===== src/rtl/i2cm_pkg.sv =====
package i2cm_pkg;

    localparam int ADDR_W  = 7;
    localparam int FRAME_W = ADDR_W + 1;
    localparam int CNT_W   = $clog2(FRAME_W + 1);

    typedef struct packed {
        logic [ADDR_W-1:0] addr;
        logic              fmt;
    } slave_cfg_t;

    typedef struct packed {
        logic start;
        logic stop;
        logic rise;
        logic fall;
        logic sda;
    } bus_ev_t;

    typedef enum logic [2:0] {
        CAP_IDLE,
        CAP_SHIFT,
        CAP_ACK_SETUP,
        CAP_ACK_LO,
        CAP_ACK_HI,
        CAP_DONE
    } cap_st_e;

    typedef struct packed {
        logic pri;
        logic sec;
        logic gc;
    } match_t;

endpackage


===== src/rtl/i2cm_bus_cond.sv =====
module i2cm_bus_cond
    import i2cm_pkg::*;
(
    input  logic    clk_i,
    input  logic    rst_ni,
    input  logic    scl_i,
    input  logic    sda_i,
    output bus_ev_t ev_o
);

    typedef struct packed {
        logic scl_cur;
        logic sda_cur;
        logic scl_prv;
        logic sda_prv;
    } samp_t;

    samp_t samp_d, samp_q;

    always_comb begin
        samp_d         = samp_q;
        samp_d.scl_cur = scl_i;
        samp_d.sda_cur = sda_i;
        samp_d.scl_prv = samp_q.scl_cur;
        samp_d.sda_prv = samp_q.sda_cur;
    end

    always_ff @(posedge clk_i or negedge rst_ni) begin
        if (!rst_ni) begin
            samp_q <= '1;
        end else begin
            samp_q <= samp_d;
        end
    end

    always_comb begin
        ev_o.start = samp_q.scl_prv & samp_q.scl_cur & samp_q.sda_prv & ~samp_q.sda_cur;
        ev_o.stop  = samp_q.scl_prv & samp_q.scl_cur & ~samp_q.sda_prv & samp_q.sda_cur;
        ev_o.rise  = ~samp_q.scl_prv & samp_q.scl_cur;
        ev_o.fall  = samp_q.scl_prv & ~samp_q.scl_cur;
        ev_o.sda   = samp_q.sda_cur;
    end

endmodule


===== src/rtl/i2cm_addr_regs.sv =====
module i2cm_addr_regs
    import i2cm_pkg::*;
#(
    parameter logic PRI_FMT_RST = 1'b0,
    parameter logic SEC_FMT_RST = 1'b1
) (
    input  logic               clk_i,
    input  logic               rst_ni,
    input  logic               module_en_i,
    input  logic               we_i,
    input  logic               sel_i,
    input  logic [FRAME_W-1:0] wdata_i,
    output slave_cfg_t         pri_o,
    output slave_cfg_t         sec_o
);

    typedef struct packed {
        slave_cfg_t pri;
        slave_cfg_t sec;
    } regs_t;

    regs_t regs_d, regs_q;
    slave_cfg_t wr_val;

    always_comb begin
        wr_val.addr = wdata_i[FRAME_W-1:1];
        wr_val.fmt  = wdata_i[0];
        regs_d      = regs_q;
        if (we_i) begin
            if (!sel_i) begin
                regs_d.pri = wr_val;
            end else if (!module_en_i) begin
                regs_d.sec = wr_val;
            end
        end
    end

    always_ff @(posedge clk_i or negedge rst_ni) begin
        if (!rst_ni) begin
            regs_q.pri.addr <= '0;
            regs_q.pri.fmt  <= PRI_FMT_RST;
            regs_q.sec.addr <= '0;
            regs_q.sec.fmt  <= SEC_FMT_RST;
        end else begin
            regs_q <= regs_d;
        end
    end

    assign pri_o = regs_q.pri;
    assign sec_o = regs_q.sec;


    sec_lock_chk: assert property (@(posedge clk_i) disable iff (!rst_ni)
        module_en_i |=> $stable(regs_q.sec));

endmodule


===== src/rtl/i2cm_mode_dec.sv =====
module i2cm_mode_dec
    import i2cm_pkg::*;
(
    input  logic pri_fmt_i,
    input  logic sec_fmt_i,
    output logic en_pri_o,
    output logic en_sec_o,
    output logic en_gc_o
);

    always_comb begin
        unique case ({pri_fmt_i, sec_fmt_i})
            2'b00: begin en_pri_o = 1'b1; en_sec_o = 1'b1; en_gc_o = 1'b1; end
            2'b01: begin en_pri_o = 1'b1; en_sec_o = 1'b0; en_gc_o = 1'b1; end
            2'b10: begin en_pri_o = 1'b0; en_sec_o = 1'b1; en_gc_o = 1'b0; end
            default: begin en_pri_o = 1'b0; en_sec_o = 1'b0; en_gc_o = 1'b0; end
        endcase
    end

endmodule


===== src/rtl/i2cm_frame_cap.sv =====
module i2cm_frame_cap
    import i2cm_pkg::*;
(
    input  logic       clk_i,
    input  logic       rst_ni,
    input  logic       module_en_i,
    input  bus_ev_t    ev_i,
    input  slave_cfg_t pri_i,
    input  slave_cfg_t sec_i,
    input  logic       en_pri_i,
    input  logic       en_sec_i,
    input  logic       en_gc_i,
    output logic       addr_done_o,
    output match_t     match_o,
    output logic       rw_dir_o,
    output logic       ack_req_o
);

    typedef struct packed {
        cap_st_e            st;
        logic [CNT_W-1:0]   cnt;
        logic [FRAME_W-1:0] shreg;
        match_t             hit;
        logic               rw;
        logic               done;
        logic               ack;
    } cap_t;

    cap_t cap_d, cap_q;
    logic [FRAME_W-1:0] byte_nx;
    logic [ADDR_W-1:0]  frame_addr;
    logic               addr_nz;
    match_t             hit_nx;

    always_comb begin
        byte_nx       = {cap_q.shreg[FRAME_W-2:0], ev_i.sda};
        frame_addr    = byte_nx[FRAME_W-1:1];
        addr_nz       = |frame_addr;
        hit_nx.pri    = en_pri_i & addr_nz & (frame_addr == pri_i.addr);
        hit_nx.sec    = en_sec_i & addr_nz & (frame_addr == sec_i.addr);
        hit_nx.gc     = en_gc_i & (byte_nx == '0);
    end

    always_comb begin
        cap_d = cap_q;
        if (!module_en_i) begin
            cap_d.st   = CAP_IDLE;
            cap_d.cnt  = '0;
            cap_d.hit  = '0;
            cap_d.rw   = 1'b0;
            cap_d.done = 1'b0;
            cap_d.ack  = 1'b0;
        end else if (ev_i.start || ev_i.stop) begin
            cap_d.st   = ev_i.start ? CAP_SHIFT : CAP_IDLE;
            cap_d.cnt  = '0;
            cap_d.hit  = '0;
            cap_d.rw   = 1'b0;
            cap_d.done = 1'b0;
            cap_d.ack  = 1'b0;
        end else begin
            unique case (cap_q.st)
                CAP_SHIFT: begin
                    if (ev_i.rise) begin
                        cap_d.shreg = byte_nx;
                        if (cap_q.cnt == CNT_W'(FRAME_W - 1)) begin
                            cap_d.hit  = hit_nx;
                            cap_d.rw   = byte_nx[0];
                            cap_d.done = 1'b1;
                            cap_d.st   = CAP_ACK_SETUP;
                        end else begin
                            cap_d.cnt = cap_q.cnt + 1'b1;
                        end
                    end
                end
                CAP_ACK_SETUP: begin
                    if (ev_i.fall) begin
                        cap_d.ack = |cap_q.hit;
                        cap_d.st  = CAP_ACK_LO;
                    end
                end
                CAP_ACK_LO: begin
                    if (ev_i.rise) begin
                        cap_d.st = CAP_ACK_HI;
                    end
                end
                CAP_ACK_HI: begin
                    if (ev_i.fall) begin
                        cap_d.ack = 1'b0;
                        cap_d.st  = CAP_DONE;
                    end
                end
                default: cap_d.st = cap_q.st;
            endcase
        end
    end

    always_ff @(posedge clk_i or negedge rst_ni) begin
        if (!rst_ni) begin
            cap_q.st    <= CAP_IDLE;
            cap_q.cnt   <= '0;
            cap_q.shreg <= '0;
            cap_q.hit   <= '0;
            cap_q.rw    <= 1'b0;
            cap_q.done  <= 1'b0;
            cap_q.ack   <= 1'b0;
        end else begin
            cap_q <= cap_d;
        end
    end

    assign addr_done_o = cap_q.done;
    assign match_o     = cap_q.hit;
    assign rw_dir_o    = cap_q.rw;
    assign ack_req_o   = cap_q.ack;


    ack_needs_match_chk: assert property (@(posedge clk_i) disable iff (!rst_ni)
        cap_q.ack |-> (cap_q.done && (|cap_q.hit)));


    start_clears_chk: assert property (@(posedge clk_i) disable iff (!rst_ni)
        (module_en_i && ev_i.start) |=> (!cap_q.done && cap_q.hit == '0));


    gc_write_chk: assert property (@(posedge clk_i) disable iff (!rst_ni)
        cap_q.hit.gc |-> !cap_q.rw);


    sync_mode_chk: assert property (@(posedge clk_i) disable iff (!rst_ni)
        ($rose(cap_q.done) && $past(pri_i.fmt && sec_i.fmt)) |-> (cap_q.hit == '0));


    disabled_idle_chk: assert property (@(posedge clk_i) disable iff (!rst_ni)
        !module_en_i |=> (!cap_q.done && !cap_q.ack));

endmodule


===== src/rtl/i2c_dual_addr_match.sv =====
module i2c_dual_addr_match
    import i2cm_pkg::*;
(
    input  logic               clk_i,
    input  logic               rst_ni,
    input  logic               scl_i,
    input  logic               sda_i,
    input  logic               module_en_i,
    input  logic               cfg_we_i,
    input  logic               cfg_sel_i,
    input  logic [FRAME_W-1:0] cfg_wdata_i,
    output logic               addr_done_o,
    output logic               match_pri_o,
    output logic               match_sec_o,
    output logic               match_gc_o,
    output logic               rw_dir_o,
    output logic               ack_req_o
);

    bus_ev_t    ev;
    slave_cfg_t pri_cfg;
    slave_cfg_t sec_cfg;
    logic       en_pri;
    logic       en_sec;
    logic       en_gc;
    match_t     hit;

    i2cm_bus_cond u_cond (
        .clk_i  (clk_i),
        .rst_ni (rst_ni),
        .scl_i  (scl_i),
        .sda_i  (sda_i),
        .ev_o   (ev)
    );

    i2cm_addr_regs #(
        .PRI_FMT_RST (1'b0),
        .SEC_FMT_RST (1'b1)
    ) u_regs (
        .clk_i       (clk_i),
        .rst_ni      (rst_ni),
        .module_en_i (module_en_i),
        .we_i        (cfg_we_i),
        .sel_i       (cfg_sel_i),
        .wdata_i     (cfg_wdata_i),
        .pri_o       (pri_cfg),
        .sec_o       (sec_cfg)
    );

    i2cm_mode_dec u_mode (
        .pri_fmt_i (pri_cfg.fmt),
        .sec_fmt_i (sec_cfg.fmt),
        .en_pri_o  (en_pri),
        .en_sec_o  (en_sec),
        .en_gc_o   (en_gc)
    );

    i2cm_frame_cap u_cap (
        .clk_i       (clk_i),
        .rst_ni      (rst_ni),
        .module_en_i (module_en_i),
        .ev_i        (ev),
        .pri_i       (pri_cfg),
        .sec_i       (sec_cfg),
        .en_pri_i    (en_pri),
        .en_sec_i    (en_sec),
        .en_gc_i     (en_gc),
        .addr_done_o (addr_done_o),
        .match_o     (hit),
        .rw_dir_o    (rw_dir_o),
        .ack_req_o   (ack_req_o)
    );

    assign match_pri_o = hit.pri;
    assign match_sec_o = hit.sec;
    assign match_gc_o  = hit.gc;

endmodule


===== config.mk =====
export PLATFORM = sky130hd
export DESIGN_NAME = i2c_dual_addr_match
export DESIGN_NICKNAME = d
export VERILOG_FILES = /design/src/rtl/i2cm_pkg.sv /design/src/rtl/i2cm_bus_cond.sv /design/src/rtl/i2cm_addr_regs.sv /design/src/rtl/i2cm_mode_dec.sv /design/src/rtl/i2cm_frame_cap.sv /design/src/rtl/i2c_dual_addr_match.sv
export SDC_FILE = /design/constraint.sdc
export NUM_CORES = 1
export LEC_CHECK = 0
export ABC_CLOCK_PERIOD_IN_PS = 1900
export BUFFER_PORTS_ARGS = -buffer_cell sky130_fd_sc_hd__buf_2
export CORE_ASPECT_RATIO = 0.9
export CORE_MARGIN = 1.5
export CORE_UTILIZATION = 30
export DETAILED_ROUTE_END_ITERATION = 12
export HOLD_SLACK_MARGIN = 0.12
export REMOVE_ABC_BUFFERS = 1
export SKIP_CTS_REPAIR_TIMING = 1
export SLEW_MARGIN = 20
export SYNTH_ARGS = -nofsm -noshare
export SYNTH_HDL_FRONTEND = slang
export SYNTH_SLANG_ARGS = --single-unit

===== constraint.sdc =====
create_clock -name clk_i -period 1.9 [get_ports clk_i]
set_clock_uncertainty 0.05 [all_clocks]
set_input_delay 0.285 -clock clk_i [delete_from_list [all_inputs] [get_ports clk_i]]
set_output_delay 0.285 -clock clk_i [all_outputs]
set_load 0.05 [all_outputs]

### Word-level counts from Yosys, hierarchy flattened

Index checks and enable logic that the tools add are counted.

| word-level totals | value |
|---|---|
| bits in registers | 41 |
| input port bits | 15 |
| output and inout bits | 6 |
| logic and storage cells | 90 |

| cells by class | value |
|---|---|
| $add $sub $neg | 1 |
| equality and inequality tests | 20 |
| mux-type cells | 19 |
| bitwise operators | 19 |
| reduce and logical (&&, ||, !) cells | 14 |

Operators by type and width:

| cell | count |
|---|---|
| two-way mux 20 bit | 1 |
| two-way mux 17 bit | 1 |
| inequality test 4 x 3 -> 1 bit (second input constant) | 4 |
| equality test 7 bit | 2 |
| two-way mux 7 bit | 2 |
| bitwise AND 1 bit | 12 |
| two-way mux 3 bit | 4 |
| two-way mux 6 bit | 2 |
| one-hot mux 3 bit (4 select lines) | 1 |
| AND reduction 3 bit | 4 |
| inequality test 3 x 1 -> 1 bit (second input constant) | 3 |
| logical NOT 8 bit | 1 |
| NOT 1 bit | 7 |
| OR reduction 7 bit | 1 |
| equality test 3 x 2 -> 1 bit (second input constant) | 2 |
| inequality test 6 x 1 -> 1 bit (second input constant) | 1 |
| AND reduction 6 bit | 1 |
| two-way mux 1 bit | 5 |
| two-way mux 5 bit | 1 |
| adder 4 x 1 -> 4 bit (second input constant) | 1 |
| equality test 4 x 3 -> 1 bit (second input constant) | 1 |
| two-way mux 4 bit | 1 |
| inequality test 4 x 1 -> 1 bit (second input constant) | 1 |
| inequality test 4 x 2 -> 1 bit (second input constant) | 1 |
| 12 further kinds | 13 |

### Logic depth before layout (Yosys ltp)

| depth | value |
|---|---|
| word-level depth | 10 |
| depth in mapped cells | 6 |
| gate-level depth less buffers | 5 |

### Cells and area by module

From an unflattened synthesis, not the netlist that was laid out.

| unflattened totals | value |
|---|---|
| cells, all modules | 153 |
| area total of the unflattened synthesis | 2,010.7 um^2 |

By module, submodules not included:

| module | instances | cells an instance | area each (um^2) |
|---|---|---|---|
| i2cm_frame_cap | 1 | 106 | 1,166.1 |
| i2cm_addr_regs | 1 | 35 | 681.9 |
| i2cm_bus_cond | 1 | 9 | 147.6 |
| i2cm_mode_dec | 1 | 3 | 15.0 |

### Worst setup path before layout

No wires, ideal clock.

| timing path | value |
|---|---|
| path kind | register to register |
| start | reg u_cond.samp_q, in the netlist u_cond.ev_o[0] |
| end | reg u_cap.cap_q[19] in the netlist's numbering |
| setup time | 126 ps |
| arrival | 1,568 ps |
| data required time | 1,724 ps |
| setup slack | 156 ps |
| stages on the path, launching flop included | 6 |
| path buffers | 0 |
| period minus slack after synthesis | 1,744 ps |
| cell sequence | dfstp_2 > xor2_1 > o21ai_1 > and3_4 > a311o_1 > a221o_1 |

| on the way | value |
|---|---|
| longest elaborated chain between the ends | 5 |
| elaborated cells between the ends (all ways) | 13 |

RTL lines:

| item | line | source |
|---|---|---|
| from (decl) | i2cm_bus_cond.sv:18 | `samp_t samp_d, samp_q;` |
| from (signal assigned) | i2cm_bus_cond.sv:32 | `samp_q <= samp_d;` |
| NOT 1 bit | i2cm_bus_cond.sv:37 | `ev_o.start = samp_q.scl_prv & samp_q.scl_cur & samp_q.sda_prv & ~samp_q.sda_cur;` |
| bitwise AND 1 bit | i2cm_bus_cond.sv:37 |  |
| logical OR 1 bit * | i2cm_frame_cap.sv:53 | `end else if (ev_i.start \|\| ev_i.stop) begin` |
| inequality test 6 x 1 -> 1 bit (no source line), or another cell as far along | n/a |  |
| AND reduction 6 bit (no source line) or two-way mux 7 bit (tied branches) | n/a |  |
| to (signal assigned) | i2cm_frame_cap.sv:107 | `cap_q <= cap_d;` |
| to (decl) | i2cm_frame_cap.sv:29 | `cap_t cap_d, cap_q;` |

Every way passes the cells marked *; elsewhere a longest branch is shown, timed or not.
A chain may end at the register's enable or synchronous reset.

### Worst setup path after layout

Same ends and word-level chain as after synthesis.

==> results_dict.tcl <==
set metrics [dict create \
    die_x_um 85.7 \
    grt_pass1_vias 1235 \
    synth_area_leaders "dfrtp_1 47%, mux2_2 13%, dfstp_2 7.1%" \
    gr-usage-all-layers_pct 11.9 \
    ys_seq_area_share_pct 54.5 \
    dieHeight_um 77.5 \
    dp.cells 246 \
    cts-htree-levels 2 \
    cap_violations 0 \
    setup_viol 0 \
    wl_met2_um 1510 \
    yosys_warnings 0 \
    dp_hpwl_um 2630 \
    numCtsBuffers 5 \
    grt_pass1_wl_um 6230 \
    dr.first_iter.drc_count 123 \
    diodes 0 \
    top_layer "met4" \
    cts_tree "built" \
    hold_path.class "in2reg" \
    postRouteAntennaNets 0 \
    synth_cell_types 39 \
    regArea_um2 1010 \
    vias 1280 \
    status "finished, final reports clean" \
    hold_viol 0 \
    min_period_over_period_pct 95.2 \
    max_freq_mhz 553 \
    routed-wl-met3_um 166 \
    start_kind "flop" \
    nFillCells 562 \
    clkSinkCount 40 \
    via_per_inst 4.98 \
    synth_area_per_cell_um2 12.1 \
    power.density_nw_per_um2 836 \
    gp_congestion 0.779 \
    slew_headroom_pct 69.2 \
    final_cells 257 \
    drtPass1Iterations 4 \
    arrival_ps 1930 \
    worstMarginPinSlew_ps 462 \
    leakage_nw 1.01 \
    route.detailed.drc 0 \
    wl_um 3650 \
    design.core.area_um2 5820 \
    final_max_slew_viol_count 0 \
    crit_fanout 5 \
    io_buffers 20 \
    finalPower_mw 1.83 \
    antenna_found_initial 0 \
    synth_common_cells "35 x dfrtp_1, 22 x mux2_2, 15 x xor2_1" \
    layout-drive-gt1-share_pct 34.8 \
    grt_overflow 0 \
    die-area_um2 6640 \
    yosys_register_bits 40 \
    worst-endpoint-required_ps 2020 \
    io_pins 21 \
    rows 26 \
    worstSkewPairLatency_ps 290 \
    ir_drop_v 0.000359 \
    synth-edff-count 0 \
    multi_input_area_um2 803 \
    end_kind "flop" \
    fin_crit_ps 1810 \
    synth.most_common_cell "dfrtp_1" \
    cts_buffer_depth 2 \
    clockRootBuffer "clkbuf_8" \
    synth_area_leader_cell "dfrtp_1" \
    whs_ps 183 \
    grt_max_degree 21 \
    wl_per_cell_um 14.2 \
    synthFlopType "dfrtp_1" \
    initial_utilization_pct 31.7 \
    area_growth_syn_to_layout_pct 18.6 \
    rsz0062_at_grt "no" \
    m1WireLength_um 1940 \
    synth_top_area_share_pct 47.4 \
    syn-instance-count 153 \
    ys_async_sr_fraction_pct 100 \
    utilization_pct 37.6 \
    layout.nets 202 \
    clkTransAtPathRegs_ps 80 \
    crit_type "reg2reg" \
    syn_area_um2 1850 \
]
[worst max-delay path: stages (launching register included)]
cell and delay, ps:
dfstp_2 590, xor2_2 180, o21ai_1 80, and3_4 180, a311o_1 310, a221o_1 290
[per-stage QoR]
| stage | area (µm²) | setup slack [ps] | TNS, ps |
|---|---|---|---|
| after floorplan | 1810 | -21.8 | -131 |
| after global placement | 2050 | 103 | 0 |
| after detailed placement | 2050 | 75.5 | 0 |
| after CTS | 2150 | 62.9 | 0 |
| after global routing | 2190 | 31.9 | 0 |
| final | 2190 | 92.0 | 0 |
[path summary, 6_finish.rpt]
check | from | end | slack (ps) | cells past startpoint
max | u_cond.ev_o[0] | u_cap.cap_q[19] | 90 | 5
min | cfg_wdata_i[4] | u_regs.pri_o[4] | 180 | 2
max reg2reg | u_cond.ev_o[0] | u_cap.cap_q[19] | 90 | 5
min reg2reg | u_cond.samp_d[1] | u_cond.samp_q[1] | 340 | 0
max in group asynchronous | rst_ni | u_cond.samp_q[1] | 770 | 3
min in group asynchronous | rst_ni | u_regs.pri_o[3] | 430 | 2
[sequential cells by signal, indices dropped and copies added (netlist names)]
name               cells
u_cond.samp_d          1
u_cap.match_o          3
u_regs.sec_o           8
u_cond.ev_o            1
u_cap.byte_nx          7
u_cap.ack_req_o        1
u_regs.pri_o           8
u_cap.rw_dir_o         1
u_cap.addr_done_o      1
u_cond.samp_q          2
u_cap.cap_q            7
[routing by layer]
metal,vias to the layer above,track usage [%]
li1,621,-
met1,621,18.8
met2,36,15.1
met3,2,3.72
met4,0,3.87
met5,-,0
[area by class of cell]
class | count | share of cell area [%]
Clock buffer | 8 | 4.57
Tap cell | 70 | 4.00
Sequential cell | 40 | 45.9
Timing Repair Buffer | 30 | 8.33
Multi-Input combinational cell | 106 | 36.6
Inverter | 3 | 0.514
[kinds of logic (layout without fill, tap and decap cells)]
family	Yosys count	count (layout)	synth area share [%]
AND/OR/NAND/NOR	43	43	12.2
XOR/XNOR	16	16	7.58
AO/OA/AOI/OAI	23	23	8.67
flip-flops	40	40	54.5
multiplexers	23	23	13.9
adder cells (fa/ha/maj)	1	1	0.677
buffers and inverters	7	41	2.44
[where the power goes]
part	internal [mW]	switching (mW)
Clock	0.332	0.283
Combinational	0.119	0.104
Sequential	0.932	0.0634
[cells in the final DEF (no fill, tap or decap), types with 2 or more instances in the layout]
master         Yosys  routed
a21oi_1            2       2
a22o_1             2       2
a31oi_1            2       2
buf_2              0      20
buf_4              1       7
clkbuf_8           0       7
dfrtp_1           35      35
dfstp_2            5       5
dlygate4sd3_1      0       3
inv_1              3       3
mux2_2            22      22
nand2_1           10      10
nand3_1            4       4
nand4_1            2       2
nor2_1             9       9
nor2b_1            2       2
nor3_1             4       4
nor4_1             4       4
o21ai_0            6       6
o31ai_1            2       2
or3_1              2       2
xor2_1            15      14
(Power assumes the default switching activity.)
